File: config.mk
export PLATFORM = sky130hd
export DESIGN_NAME = lnk_tx_framer
export DESIGN_NICKNAME = d
export VERILOG_FILES = /design/src/rtl/tx_link_pkg.sv /design/src/rtl/tx_fc_notify.sv /design/src/rtl/tx_pkt_seq.sv /design/src/rtl/lnk_tx_framer.sv
export SDC_FILE = /design/constraint.sdc
export NUM_CORES = 1
export LEC_CHECK = 0
export ABC_AREA = 0
export CORE_ASPECT_RATIO = 0.9
export CORE_MARGIN = 2
export CORE_UTILIZATION = 50
export DETAILED_ROUTE_END_ITERATION = 10
export DONT_BUFFER_PORTS = 1
export GPL_ROUTABILITY_DRIVEN = 0
export PLACE_DENSITY = 0.69
export SYNTH_ARGS = -nofsm -noshare
export SYNTH_HDL_FRONTEND = slang
export SYNTH_SLANG_ARGS = --single-unit
File: constraint.sdc
create_clock -name clk -period 7.29 [get_ports clk]
set_clock_uncertainty 0.15 [all_clocks]
set_input_delay 1.458 -clock clk [delete_from_list [all_inputs] [get_ports clk]]
set_output_delay 1.458 -clock clk [all_outputs]
set_load 0.1 [all_outputs]
File: src/rtl/tx_link_pkg.sv
package tx_link_pkg;

  // control code group byte values (K flag set)
  localparam logic [7:0] K_IDLE  = 8'hBC;
  localparam logic [7:0] K_EOP   = 8'hFD;
  localparam logic [7:0] K_MASK  = 8'hF7;
  localparam logic [7:0] K_FCON  = 8'h1C;
  localparam logic [7:0] K_FCOFF = 8'h7C;
  localparam logic [7:0] K_ERR   = 8'hFE;
  localparam logic [7:0] K_INIT0 = 8'h3C;
  localparam logic [7:0] K_INIT1 = 8'h5C;
  localparam logic [7:0] K_LINK  = 8'h9C;

  // packet type codes (header bits 7:4)
  localparam logic [3:0] PT_WR_INC = 4'b0001;
  localparam logic [3:0] PT_WR32   = 4'b0011;

  typedef struct packed {
    logic       k;
    logic [7:0] d;
  } sym_t;

  typedef enum logic [2:0] {
    S_IDLE = 3'd0,
    S_BCNT = 3'd1,
    S_ADDR = 3'd2,
    S_DATA = 3'd3,
    S_EOP  = 3'd4
  } seq_st_e;

endpackage

File: src/rtl/tx_fc_notify.sv
module tx_fc_notify
  import tx_link_pkg::*;
(
  input  logic clk,
  input  logic rst_n,
  input  logic loc_full,
  input  logic take,
  output logic req,
  output sym_t sym_o
);

  logic told_q;
  logic told_d;

  // a request is open while the remote has not yet been told the current state
  always_comb begin
    req        = loc_full ^ told_q;
    sym_o.k    = 1'b1;
    sym_o.d    = loc_full ? K_FCON : K_FCOFF;
    told_d     = told_q;
    if (take && req) begin
      told_d = loc_full;
    end
  end

  always_ff @(posedge clk or negedge rst_n) begin
    if (!rst_n) begin
      told_q <= 1'b0;
    end else begin
      told_q <= told_d;
    end
  end

  AST_FC_ONCE: assert property (@(posedge clk) disable iff (!rst_n)
    (take && req) |=> (!req || !$stable(loc_full)));

endmodule

File: src/rtl/tx_pkt_seq.sv
module tx_pkt_seq
  import tx_link_pkg::*;
#(
  parameter int ADDR_W = 32,
  parameter int DATA_W = 32,
  parameter int LEN_W  = 6
) (
  input  logic                clk,
  input  logic                rst_n,
  input  logic                go,
  input  logic                cmd_valid,
  output logic                cmd_ready,
  input  logic [ADDR_W-1:0]   cmd_addr,
  input  logic [LEN_W-1:0]    cmd_nwm1,
  input  logic                wdat_valid,
  output logic                wdat_ready,
  input  logic [DATA_W-1:0]   wdat_data,
  input  logic [DATA_W/8-1:0] wdat_be,
  output sym_t                sym_o
);

  localparam int ABYTES = ADDR_W / 8;
  localparam int DBYTES = DATA_W / 8;
  localparam int MAXB   = (ABYTES > DBYTES) ? ABYTES : DBYTES;
  localparam int IDX_W  = $clog2(MAXB + 1);

  seq_st_e             st_q, st_d;
  logic [ADDR_W-1:0]   addr_q, addr_d;
  logic [LEN_W-1:0]    nwm1_q, nwm1_d;
  logic [LEN_W-1:0]    wcnt_q, wcnt_d;
  logic [IDX_W-1:0]    bidx_q, bidx_d;
  logic [DATA_W-1:0]   word_q, word_d;
  logic [DBYTES-1:0]   be_q, be_d;

  logic [DATA_W-1:0]   cur_word;
  logic [DBYTES-1:0]   cur_be;
  logic                have_word;
  logic                last_a;
  logic                last_d;
  logic [ADDR_W-1:0]   addr_sh;
  logic [DATA_W-1:0]   word_sh;
  logic [DBYTES-1:0]   be_sh;
  logic [7:0]          bcnt;

  always_comb begin
    cur_word  = (bidx_q == '0) ? wdat_data : word_q;
    cur_be    = (bidx_q == '0) ? wdat_be   : be_q;
    have_word = (bidx_q != '0) || wdat_valid;
    last_a    = (bidx_q == IDX_W'(ABYTES - 1));
    last_d    = (bidx_q == IDX_W'(DBYTES - 1));
    addr_sh   = addr_q   >> (8 * (ABYTES - 1 - int'(bidx_q)));
    word_sh   = cur_word >> (8 * (DBYTES - 1 - int'(bidx_q)));
    be_sh     = cur_be   >> (DBYTES - 1 - int'(bidx_q));
    bcnt      = 8'((32'(nwm1_q) + 32'd1) * DBYTES - 1);
  end

  // next-state and symbol selection
  always_comb begin
    st_d       = st_q;
    addr_d     = addr_q;
    nwm1_d     = nwm1_q;
    wcnt_d     = wcnt_q;
    bidx_d     = bidx_q;
    word_d     = word_q;
    be_d       = be_q;
    cmd_ready  = 1'b0;
    wdat_ready = 1'b0;
    sym_o.k    = 1'b1;
    sym_o.d    = K_IDLE;
    unique case (st_q)
      S_IDLE: begin
        cmd_ready = go;
        if (cmd_valid) begin
          sym_o.k = 1'b0;
          sym_o.d = {(cmd_nwm1 == '0) ? PT_WR32 : PT_WR_INC, 4'h0};
          if (go) begin
            addr_d = cmd_addr;
            nwm1_d = cmd_nwm1;
            wcnt_d = '0;
            bidx_d = '0;
            st_d   = (cmd_nwm1 == '0) ? S_ADDR : S_BCNT;
          end
        end
      end
      S_BCNT: begin
        sym_o.k = 1'b0;
        sym_o.d = bcnt;
        if (go) begin
          st_d = S_ADDR;
        end
      end
      S_ADDR: begin
        sym_o.k = 1'b0;
        sym_o.d = addr_sh[7:0];
        if (go) begin
          if (last_a) begin
            st_d   = S_DATA;
            bidx_d = '0;
          end else begin
            bidx_d = bidx_q + 1'b1;
          end
        end
      end
      S_DATA: begin
        wdat_ready = go && (bidx_q == '0);
        if (have_word) begin
          sym_o.k = ~be_sh[0];
          sym_o.d = be_sh[0] ? word_sh[7:0] : K_MASK;
          if (go) begin
            if (bidx_q == '0) begin
              word_d = wdat_data;
              be_d   = wdat_be;
            end
            if (last_d) begin
              bidx_d = '0;
              if (wcnt_q == nwm1_q) begin
                st_d = S_EOP;
              end else begin
                wcnt_d = wcnt_q + 1'b1;
              end
            end else begin
              bidx_d = bidx_q + 1'b1;
            end
          end
        end
      end
      S_EOP: begin
        sym_o.k = 1'b1;
        sym_o.d = K_EOP;
        if (go) begin
          st_d = S_IDLE;
        end
      end
      default: st_d = S_IDLE;
    endcase
  end

  always_ff @(posedge clk or negedge rst_n) begin
    if (!rst_n) begin
      st_q   <= S_IDLE;
      addr_q <= '0;
      nwm1_q <= '0;
      wcnt_q <= '0;
      bidx_q <= '0;
      word_q <= '0;
      be_q   <= '0;
    end else begin
      st_q   <= st_d;
      addr_q <= addr_d;
      nwm1_q <= nwm1_d;
      wcnt_q <= wcnt_d;
      bidx_q <= bidx_d;
      word_q <= word_d;
      be_q   <= be_d;
    end
  end

  AST_CMD_OPENS_PKT: assert property (@(posedge clk) disable iff (!rst_n)
    (cmd_valid && cmd_ready) |=> (st_q != S_IDLE));

  AST_WORD_INSIDE_PKT: assert property (@(posedge clk) disable iff (!rst_n)
    (wdat_valid && wdat_ready) |=> (st_q == S_DATA || st_q == S_EOP));

endmodule

File: src/rtl/lnk_tx_framer.sv
module lnk_tx_framer
  import tx_link_pkg::*;
#(
  parameter int ADDR_W = 32,
  parameter int DATA_W = 32,
  parameter int LEN_W  = 6
) (
  input  logic                clk,
  input  logic                rst_n,
  input  logic                cmd_valid,
  output logic                cmd_ready,
  input  logic [ADDR_W-1:0]   cmd_addr,
  input  logic [LEN_W-1:0]    cmd_nwords_m1,
  input  logic                wdat_valid,
  output logic                wdat_ready,
  input  logic [DATA_W-1:0]   wdat_data,
  input  logic [DATA_W/8-1:0] wdat_be,
  input  logic                rmt_hold,
  input  logic                loc_full,
  output logic                sym_valid,
  input  logic                sym_ready,
  output logic [7:0]          sym_data,
  output logic                sym_is_k
);

  // reset: asserted asynchronously, released on the clock
  logic [1:0] rst_sync_q;
  logic       rst_n_i;

  always_ff @(posedge clk or negedge rst_n) begin
    if (!rst_n) begin
      rst_sync_q <= 2'b00;
    end else begin
      rst_sync_q <= {rst_sync_q[0], 1'b1};
    end
  end
  assign rst_n_i = rst_sync_q[1];

  logic vld_q;
  sym_t out_q;
  sym_t nxt_sym;
  sym_t fc_sym;
  sym_t seq_sym;
  logic slot;
  logic fc_req;
  logic seq_go;
  logic fc_take;

  // a new symbol is loaded whenever the output register is empty or drained
  assign slot    = rst_n_i && (!vld_q || sym_ready);
  assign fc_take = slot;
  assign seq_go  = slot && !fc_req && !rmt_hold;

  tx_fc_notify u_fc (
    .clk      (clk),
    .rst_n    (rst_n_i),
    .loc_full (loc_full),
    .take     (fc_take),
    .req      (fc_req),
    .sym_o    (fc_sym)
  );

  tx_pkt_seq #(
    .ADDR_W (ADDR_W),
    .DATA_W (DATA_W),
    .LEN_W  (LEN_W)
  ) u_seq (
    .clk        (clk),
    .rst_n      (rst_n_i),
    .go         (seq_go),
    .cmd_valid  (cmd_valid),
    .cmd_ready  (cmd_ready),
    .cmd_addr   (cmd_addr),
    .cmd_nwm1   (cmd_nwords_m1),
    .wdat_valid (wdat_valid),
    .wdat_ready (wdat_ready),
    .wdat_data  (wdat_data),
    .wdat_be    (wdat_be),
    .sym_o      (seq_sym)
  );

  // priority: flow-control notice, then hold (idle), then packet sequencer
  always_comb begin
    if (fc_req) begin
      nxt_sym = fc_sym;
    end else if (rmt_hold) begin
      nxt_sym.k = 1'b1;
      nxt_sym.d = K_IDLE;
    end else begin
      nxt_sym = seq_sym;
    end
  end

  always_ff @(posedge clk or negedge rst_n_i) begin
    if (!rst_n_i) begin
      vld_q   <= 1'b0;
      out_q.k <= 1'b1;
      out_q.d <= K_IDLE;
    end else if (slot) begin
      vld_q <= 1'b1;
      out_q <= nxt_sym;
    end
  end

  assign sym_valid = vld_q;
  assign sym_data  = out_q.d;
  assign sym_is_k  = out_q.k;

  AST_STALL_STABLE: assert property (@(posedge clk) disable iff (!rst_n_i)
    (sym_valid && !sym_ready) |=> ($stable(sym_data) && $stable(sym_is_k)));

  AST_VALID_STAYS: assert property (@(posedge clk) disable iff (!rst_n_i)
    sym_valid |=> sym_valid);

  AST_HOLD_NO_TAKE: assert property (@(posedge clk) disable iff (!rst_n_i)
    rmt_hold |-> (!cmd_ready && !wdat_ready));

  AST_HOLD_IDLE: assert property (@(posedge clk) disable iff (!rst_n_i)
    (rmt_hold && slot && !fc_req) |=> (sym_is_k && sym_data == K_IDLE));

  AST_FC_FIRST: assert property (@(posedge clk) disable iff (!rst_n_i)
    (fc_req && slot) |=> (sym_is_k && (sym_data == K_FCON || sym_data == K_FCOFF)));

endmodule

==> results.cfg, run 1 <==
[run]
drv_cap = 0

[detailed_routing]
vias = 3435
via_per_inst = 6.268
drt_iter0_drc = 179
wire_per_inst_um = 21.00
finalWirelength_mm = 11.51
drtPass1Iterations = 4
drcViolationCount = 0
antenna_left = 0

[min_path]
min_from = rst_sync_q[0]
holdPathEnd = rst_sync_q[1]
worstHoldPathCells = 0
min_path_type = flop to flop

[grt]
antenna_found_initial = 0
grt_remaining_overflow = 0
grt_pass1_wl_mm = 18.88
grt_usage_pct = 20.87
grt_use_met3_pct = 6.109
grtUsageMet2_pct = 33.50
grt_use_met1_pct = 27.42
grt_most_used_layer = met2
grt_max_degree = 56
grt_pass1_vias = 3565

[clock_network]
cts_hold_buf = 0
htreeDepth = 3
clkLatencyLatePin_ps = 340
cts_tree = built
cts_buffer_depth = 2
cts_sinks = 99
post_cts_buffers = 0
cts_root_buffer = clkbuf_16
cts_resized = 0
path_clk_slew_ps = 70
cts_buffers = 9

[floorplan]
core_area_sq_um = 10330
die_width_um = 112.9
initial_utilization_pct = 51.67
io_pins = 93
die-area_sq_um = 11520
rows = 35
dieHeight_um = 102.0

[timing]
relSlewSlack_pct = 26.45
fin_crit_ps = 4443
worst_pin_slew_ps = 1103
setup_viol = 0
period_share_pct = 60.94
whs_ps = 204.5
hold_viol_final = 0
tns_ps = 0
fmax_mhz = 225.1
slew_viol_final = 0
fin_ws_ps = 2847
rsz0062_at_grt = no

[layout]
nets = 499
fin_area_sq_um = 5734
nFillCells = 861
syn_to_final_growth_pct = 7.381
drive_above_1_share_pct = 32.70
n_antenna_cell = 0
stdcell_count = 548

[place]
dpl_cell_area_sq_um = 5424
hpwl_mm = 8.265
dp.cells = 532
pre_cts_ws_ps = 3149
portBuffers = 0

[synth]
syn_avg_cell_area_sq_um = 12.56
synth_flop_cell = dfrtp_1
synth_edf_count = 0
ys_seq_area_share_pct = 46.53
synth-seq-cells = 99
synth_cell_types = 66
ys_warn_count = 0
synth_top_area_share_pct = 43.58
synthesis.nets = 510
yosys-top-cells-area = dfrtp_1, mux2_2, mux4_2
ys_top_cells_by_count = dfrtp_1, mux2_2, nand2_1
synth_cells = 425
synthArstFlopShare_pct = 100.0
yosysMostFrequentCell = dfrtp_1
synth_area_leader_cell = dfrtp_1
syn_area_sq_um = 5340

[worst_setup_path]
critPathMaxFanout = 25
required_ps = 5680
crit_chain = inv_1 -> ha_1 -> nand2b_4 -> nor3_2 -> buf_16
timing.rr.start = u_seq.bidx_q[1]
critPathCaptureType = output pin
r2r_slack_ps = 3450
crit_buf_inv = 2
cp_slowest_stage_delay_ps = 1070
critPathSlowestCell = dfrtp_1
start_kind = flop
path_class = flop to output pin
r2r-end = sym_data[7]
arrival_ps = 2830
path_delay_family = flip-flops
reg2regPathDepth = 8

[pwr]
peakVddDrop_mv = 0.1693
powerDensity_nw_per_um2 = 389.8
p_leak_nw = 2.581

[run_status]
status = completed
-- per-stage QoR --
stage          total power, mW  util, %
2_1_floorplan            1.600        -
3_3_place_gp             1.719    52.48
3_5_place_dp             1.750    52.48
4_1_cts                  2.245    55.48
5_1_grt                  2.368    55.48
6_report                 2.235    55.48
-- kinds of logic after synthesis --
family / synth area share [%]
muxes: 27.88
and+or+nand+nor: 10.05
DFF: 46.53
AOI/OAI and AO/OA: 8.599
buffers and inverters: 3.796
xor gates and xnor gates: 1.945
adders and majority gates: 1.125
other: 0.07022
-- metal layers --
| layer | vias up | share of wire, % |
|---|---|---|
| met5 | - | 0 |
| met4 | 0 | 3.0 |
| met3 | 28 | 6.8 |
| met2 | 108 | 48 |
| met1 | 1733 | 42 |
| li1 | 1566 | - |
-- flip-flops by register name, indices dropped and copies added (netlist names), 2 cells and up --
register      cells
u_seq.addr_q     32
u_seq.st_q        3
rst_sync_q        2
u_seq.wcnt_q      6
u_seq.nwm1_q      6
u_seq.be_q        4
sym_data          8
u_seq.word_q     32
u_seq.bidx_q      3
-- how the worst max path moves through the flow --
stage | startpoint | to | slack, ps | depth (start not counted)
after floorplan | rst_sync_q[1] | cmd_ready | 520 | 2
after global placement | loc_full | cmd_ready | 3200 | 4
after detailed placement | loc_full | cmd_ready | 3150 | 4
after CTS | u_seq.bidx_q[1] | wdat_ready | 2800 | 5
after global routing | u_seq.bidx_q[1] | wdat_ready | 2680 | 5
final | u_seq.bidx_q[1] | wdat_ready | 2850 | 5
-- cells in the final DEF, fill, tap and decap left out, types with 6 or more instances in the layout --
cell / Yosys / routed
mux4_1: 6 / 6
dfrtp_1: 93 / 92
nand2_1: 32 / 32
mux4_2: 18 / 18
a21oi_1: 14 / 14
o21ai_0: 10 / 10
nor2_1: 15 / 15
nand2b_1: 7 / 7
clkbuf_16: 0 / 9
inv_1: 7 / 7
mux2_2: 76 / 76
dfstp_2: 6 / 6
mux2i_1: 7 / 7
nand3_1: 9 / 9
-- cell type report --
type	count	area, sq um	share of cell area [%]
repair buffers	6	85.08	1.484
multi-input cells	291	2663	46.43
well taps	129	161.4	2.815
inverters	7	26.28	0.4582
flip-flops and latches	99	2489	43.40
clock buffers	9	225.2	3.928
clock inverters	7	85.08	1.484
-- where the power goes --
group | total (mW) | switching, mW | internal, mW
clock | 0.494 | 0.221 | 0.273
sequential | 1.02 | 0.285 | 0.735
combinational | 0.720 | 0.334 | 0.387
Note: power is estimated with default switching activity, not from simulation.
==> run 2, diff against run 1 <==
- clock period: 7.29 -> 4.2 ns (I/O delays scaled with it)
==> results.cfg, run 2 (synthesized netlist as in run 1, its figures left out) <==
[run_status]
status = completed

[detailed_routing]
drcViolationCount = 0
antenna_left = 0
drtPass1Iterations = 4
via_per_inst = 6.284
drt_iter0_drc = 157
finalWirelength_mm = 11.39
wire_per_inst_um = 20.74
vias = 3450

[pwr]
powerDensity_nw_per_um2 = 668.6
combPwrFrac_pct = 34.1
p_seq_share_pct = 45.5
net-switching-power_mw = 1.444
power_frac_clock_pct = 20.4
p_leak_nw = 2.560
swShare_pct = 38.04
internal_power_mw = 2.353
peakVddDrop_mv = 0.3076

[clock_network]
cts_hold_buf = 0
cts_buffers = 9
cts_root_buffer = clkbuf_16
cts_resized = 0
cts_buffer_depth = 2
cts_sinks = 99
post_cts_buffers = 0
htreeDepth = 3
path_clk_slew_ps = 70
clkLatencyLatePin_ps = 340
cts_tree = built

[floorplan]
rows = 35
dieHeight_um = 102.0
core_area_sq_um = 10330
io_pins = 93
initial_utilization_pct = 51.67
die_width_um = 112.9
die-area_sq_um = 11520

[timing]
fmax_mhz = 307.1
fin_crit_ps = 3256
worst_pin_slew_ps = 995.1
tns_ps = 0
hold_viol_final = 0
slew_viol_final = 0
setup_viol = 0
period_share_pct = 77.53
relSlewSlack_pct = 33.66
fin_ws_ps = 943.9
rsz0062_at_grt = no

[grt]
grt_pass1_vias = 3546
grt_remaining_overflow = 0
grt_pass1_wl_mm = 18.86
antenna_found_initial = 0
grt_usage_pct = 20.97
grt_max_degree = 80

[layout]
final_common_cell = dfrtp_1
nets = 500
fin_area_sq_um = 5679
syn_to_final_growth_pct = 6.350
drive_above_1_share_pct = 32.86
final_cell_mix = dfrtp_1, mux2_2, nand2_1, mux4_2, nor2_1
n_antenna_cell = 0
nFillCells = 874

[worst_setup_path]
critPathMaxFanout = 7
required_ps = 3210
path_class = flop to output pin
start_kind = flop
crit_chain = nand2b_1 -> nand4b_2 -> nor3_4 -> buf_4
reg2regPathDepth = 5
critPathSlowestCell = dfrtp_1
cp_slowest_stage_delay_ps = 740
critPathCaptureType = output pin
arrival_ps = 2270

[place]
portBuffers = 0
pre_cts_ws_ps = 1306
hpwl_mm = 8.320
dpl_cell_area_sq_um = 5404

[run]
drv_cap = 0

[min_path]
min_path_type = input port to async pin
[run 2: power groups by stage]
stage	Combinational, mW	Clock [mW]	Sequential [mW]
3_5_place_dp	1.30	0	1.74
4_1_cts	1.31	0.788	1.73
2_1_floorplan	1.15	0	1.63
5_1_grt	1.42	0.820	1.78
3_3_place_gp	1.27	0	1.72
6_report	1.30	0.774	1.73
[run 2: worst paths after layout]
kind	endpoint	slack, ps	start
max	cmd_ready	940	sym_valid
min	rst_sync_q[0]	40	rst_n
max reg2reg	u_seq.wcnt_q[3]	1390	sym_valid
min reg2reg	u_seq.addr_q[27]	60	rst_sync_q[1]
max in group asynchronous	u_seq.word_q[21]	2550	rst_sync_q[1]
min in group clk	rst_sync_q[1]	200	rst_sync_q[0]
[run 2: final cells by class]
type                       instances  area, sq um  area share, %
clock buffer                       9        225.2          3.966
clock inverter                     7        50.05         0.8813
inverter                           7        26.28         0.4627
multi-input combinational        291         2675          47.10
sequential                        99         2489          43.82
tap                              129        161.4          2.842
timing repair buffer               7        52.55         0.9253
[run 2: metal layers]
| layer | GRT usage, % | vias up | wire length, um |
|---|---|---|---|
| li1 | - | 1565 | - |
| met5 | 0 | - | 0 |
| met3 | 6.287 | 13 | 815 |
| met1 | 26.55 | 1769 | 4594 |
| met2 | 35.22 | 103 | 5797 |
| met4 | 6.754 | 0 | 177 |
[run 2: through the flow]
step	utilization, %	std cells	power, mW	hold slack [ps]
finish	54.95	549	3.797	37.51
detailed placement	52.29	533	3.043	64.79
global route	54.95	549	4.017	23.39
CTS	54.95	549	3.824	31.44
floorplan	-	425	2.783	181.1
global placement	52.29	533	2.996	58.05
[run 2: critical path: cells and delay by family (launching register included)]
kind                   cells  cell delay [ps]
AND/OR/NAND/NOR            3              870
buffers and inverters      1              320
flip-flops                 1              740
==> run 3, diff against run 2 <==
- PLACE_DENSITY: 0.69 -> 0.72
- clock period: 4.2 -> 2.9 ns (I/O delays scaled with it)
==> results.cfg, run 3 (synthesized netlist as in run 1, its figures left out) <==
[detailed_routing]
vias = 3474
wire_per_inst_um = 21.08
drtPass1Iterations = 4
drcViolationCount = 0
drt_iter0_drc = 276
finalWirelength_mm = 11.74
via_per_inst = 6.237
antenna_left = 0

[pwr]
peakVddDrop_mv = 0.5400
powerDensity_nw_per_um2 = 971.1
p_leak_nw = 2.628
total_power_mw = 5.629

[layout]
drive_above_1_share_pct = 34.11
n_antenna_cell = 0
nFillCells = 835
syn_to_final_growth_pct = 8.552
stdcell_count = 557
final_common_cell = dfrtp_1
final_core_util_pct = 56.09
nets = 508
final_cell_mix = dfrtp_1, mux2_2, nand2_1, mux4_2, nor2_1

[timing]
whs_ps = 51.45
fmax_mhz = 362.0
hold_viol_final = 0
rsz0062_at_grt = no
period_share_pct = 95.25
fin_crit_ps = 2762
tns_ps = 0
slew_viol_final = 0
worst_pin_slew_ps = 1030
relSlewSlack_pct = 31.33
setup_viol = 0

[run]
drv_cap = 0

[floorplan]
initial_utilization_pct = 51.67
io_pins = 93
rows = 35
dieHeight_um = 102.0
core_area_sq_um = 10330
die-area_sq_um = 11520
die_width_um = 112.9

[place]
dp.cells = 540
portBuffers = 0
hpwl_mm = 8.552

[clock_network]
cts_buffers = 9
cts_sinks = 99
cts_buffer_depth = 2
clkLatencyLatePin_ps = 340
path_clk_slew_ps = 70
cts_tree = built
cts_root_buffer = clkbuf_16
post_cts_buffers = 0
htreeDepth = 3

[grt]
grt_max_degree = 85
grt_usage_pct = 21.60
grt_pass1_wl_mm = 19.39
antenna_found_initial = 0
grt_pass1_vias = 3584
grt_remaining_overflow = 0

[worst_setup_path]
critPathSlowestCell = dfrtp_1
arrival_ps = 2030
crit_chain = inv_1 -> or2_2 -> nor3_4 -> buf_12
cp_slowest_stage_delay_ps = 510
critPathCaptureType = output pin
required_ps = 2170
path_class = flop to output pin
critPathMaxFanout = 13
start_kind = flop

[min_path]
min_path_type = flop to async pin

[run_status]
status = completed
## run 3: area by class of cell
type | instances | area, sq um | area share (%)
multi-input combinational | 291 | 2684 | 46.30
tap | 129 | 161.4 | 2.784
clock inverter | 6 | 56.30 | 0.9713
clock buffer | 10 | 239.0 | 4.123
timing repair buffer | 15 | 140.1 | 2.417
inverter | 7 | 26.28 | 0.4533
sequential | 99 | 2490 | 42.95
## run 3: report_power, final
part / leakage [nW] / switching (mW) / internal (mW)
Combinational: 1.18 / 0.942 / 1.02
Sequential: 1.31 / 0.632 / 1.85
Clock: 0.143 / 0.560 / 0.624
Total: 2.63 / 2.13 / 3.50
## run 3: worst max-delay path: cells and delay by family (launching register included)
family,cells,cell delay [ps]
buf+inv,2,410
flops,1,510
simple gates,2,770
## run 3: final timing paths
path	start	to	slack [ps]	depth (start not counted)
setup / recovery	u_seq.st_q[0]	wdat_ready	140	4
hold / removal	rst_sync_q[1]	u_fc.told_q	50	0
setup reg to reg	u_seq.bidx_q[0]	sym_data[7]	260	8
hold reg to reg	rst_sync_q[1]	u_fc.told_q	50	0
max in group asynchronous	rst_sync_q[1]	u_seq.st_q[1]	1200	1
min in group clk	rst_sync_q[0]	rst_sync_q[1]	200	0
## run 3: layer usage
metal  up-vias  global-route usage (%)  routed length [um]
met1      1755                   28.13                4785
met4         0                   6.191                 268
met2       118                   35.63                5830
met3        22                   6.643                 856
li1       1579                       -                   -
met5         -                       0                   0
## run 3: per-stage QoR
| step | setup WS [ps] | instance area (sq um) |
|---|---|---|
| 5_1_grt | 44.86 | 5797 |
| 6_report | 137.7 | 5797 |
| 4_1_cts | 59.29 | 5796 |
| 3_3_place_gp | 357.1 | 5490 |
| 3_5_place_dp | 327.4 | 5490 |
| 2_1_floorplan | -287.3 | 5378 |
## run 3: what timing repair did
| action | CTS | global route |
|---|---|---|
| setup endpoints to repair | 0 | 1 |
| endpoints found under the hold margin | 2 | 0 |
| gates resized for setup | 0 | 1 |
| hold buffers | 1 | 0 |
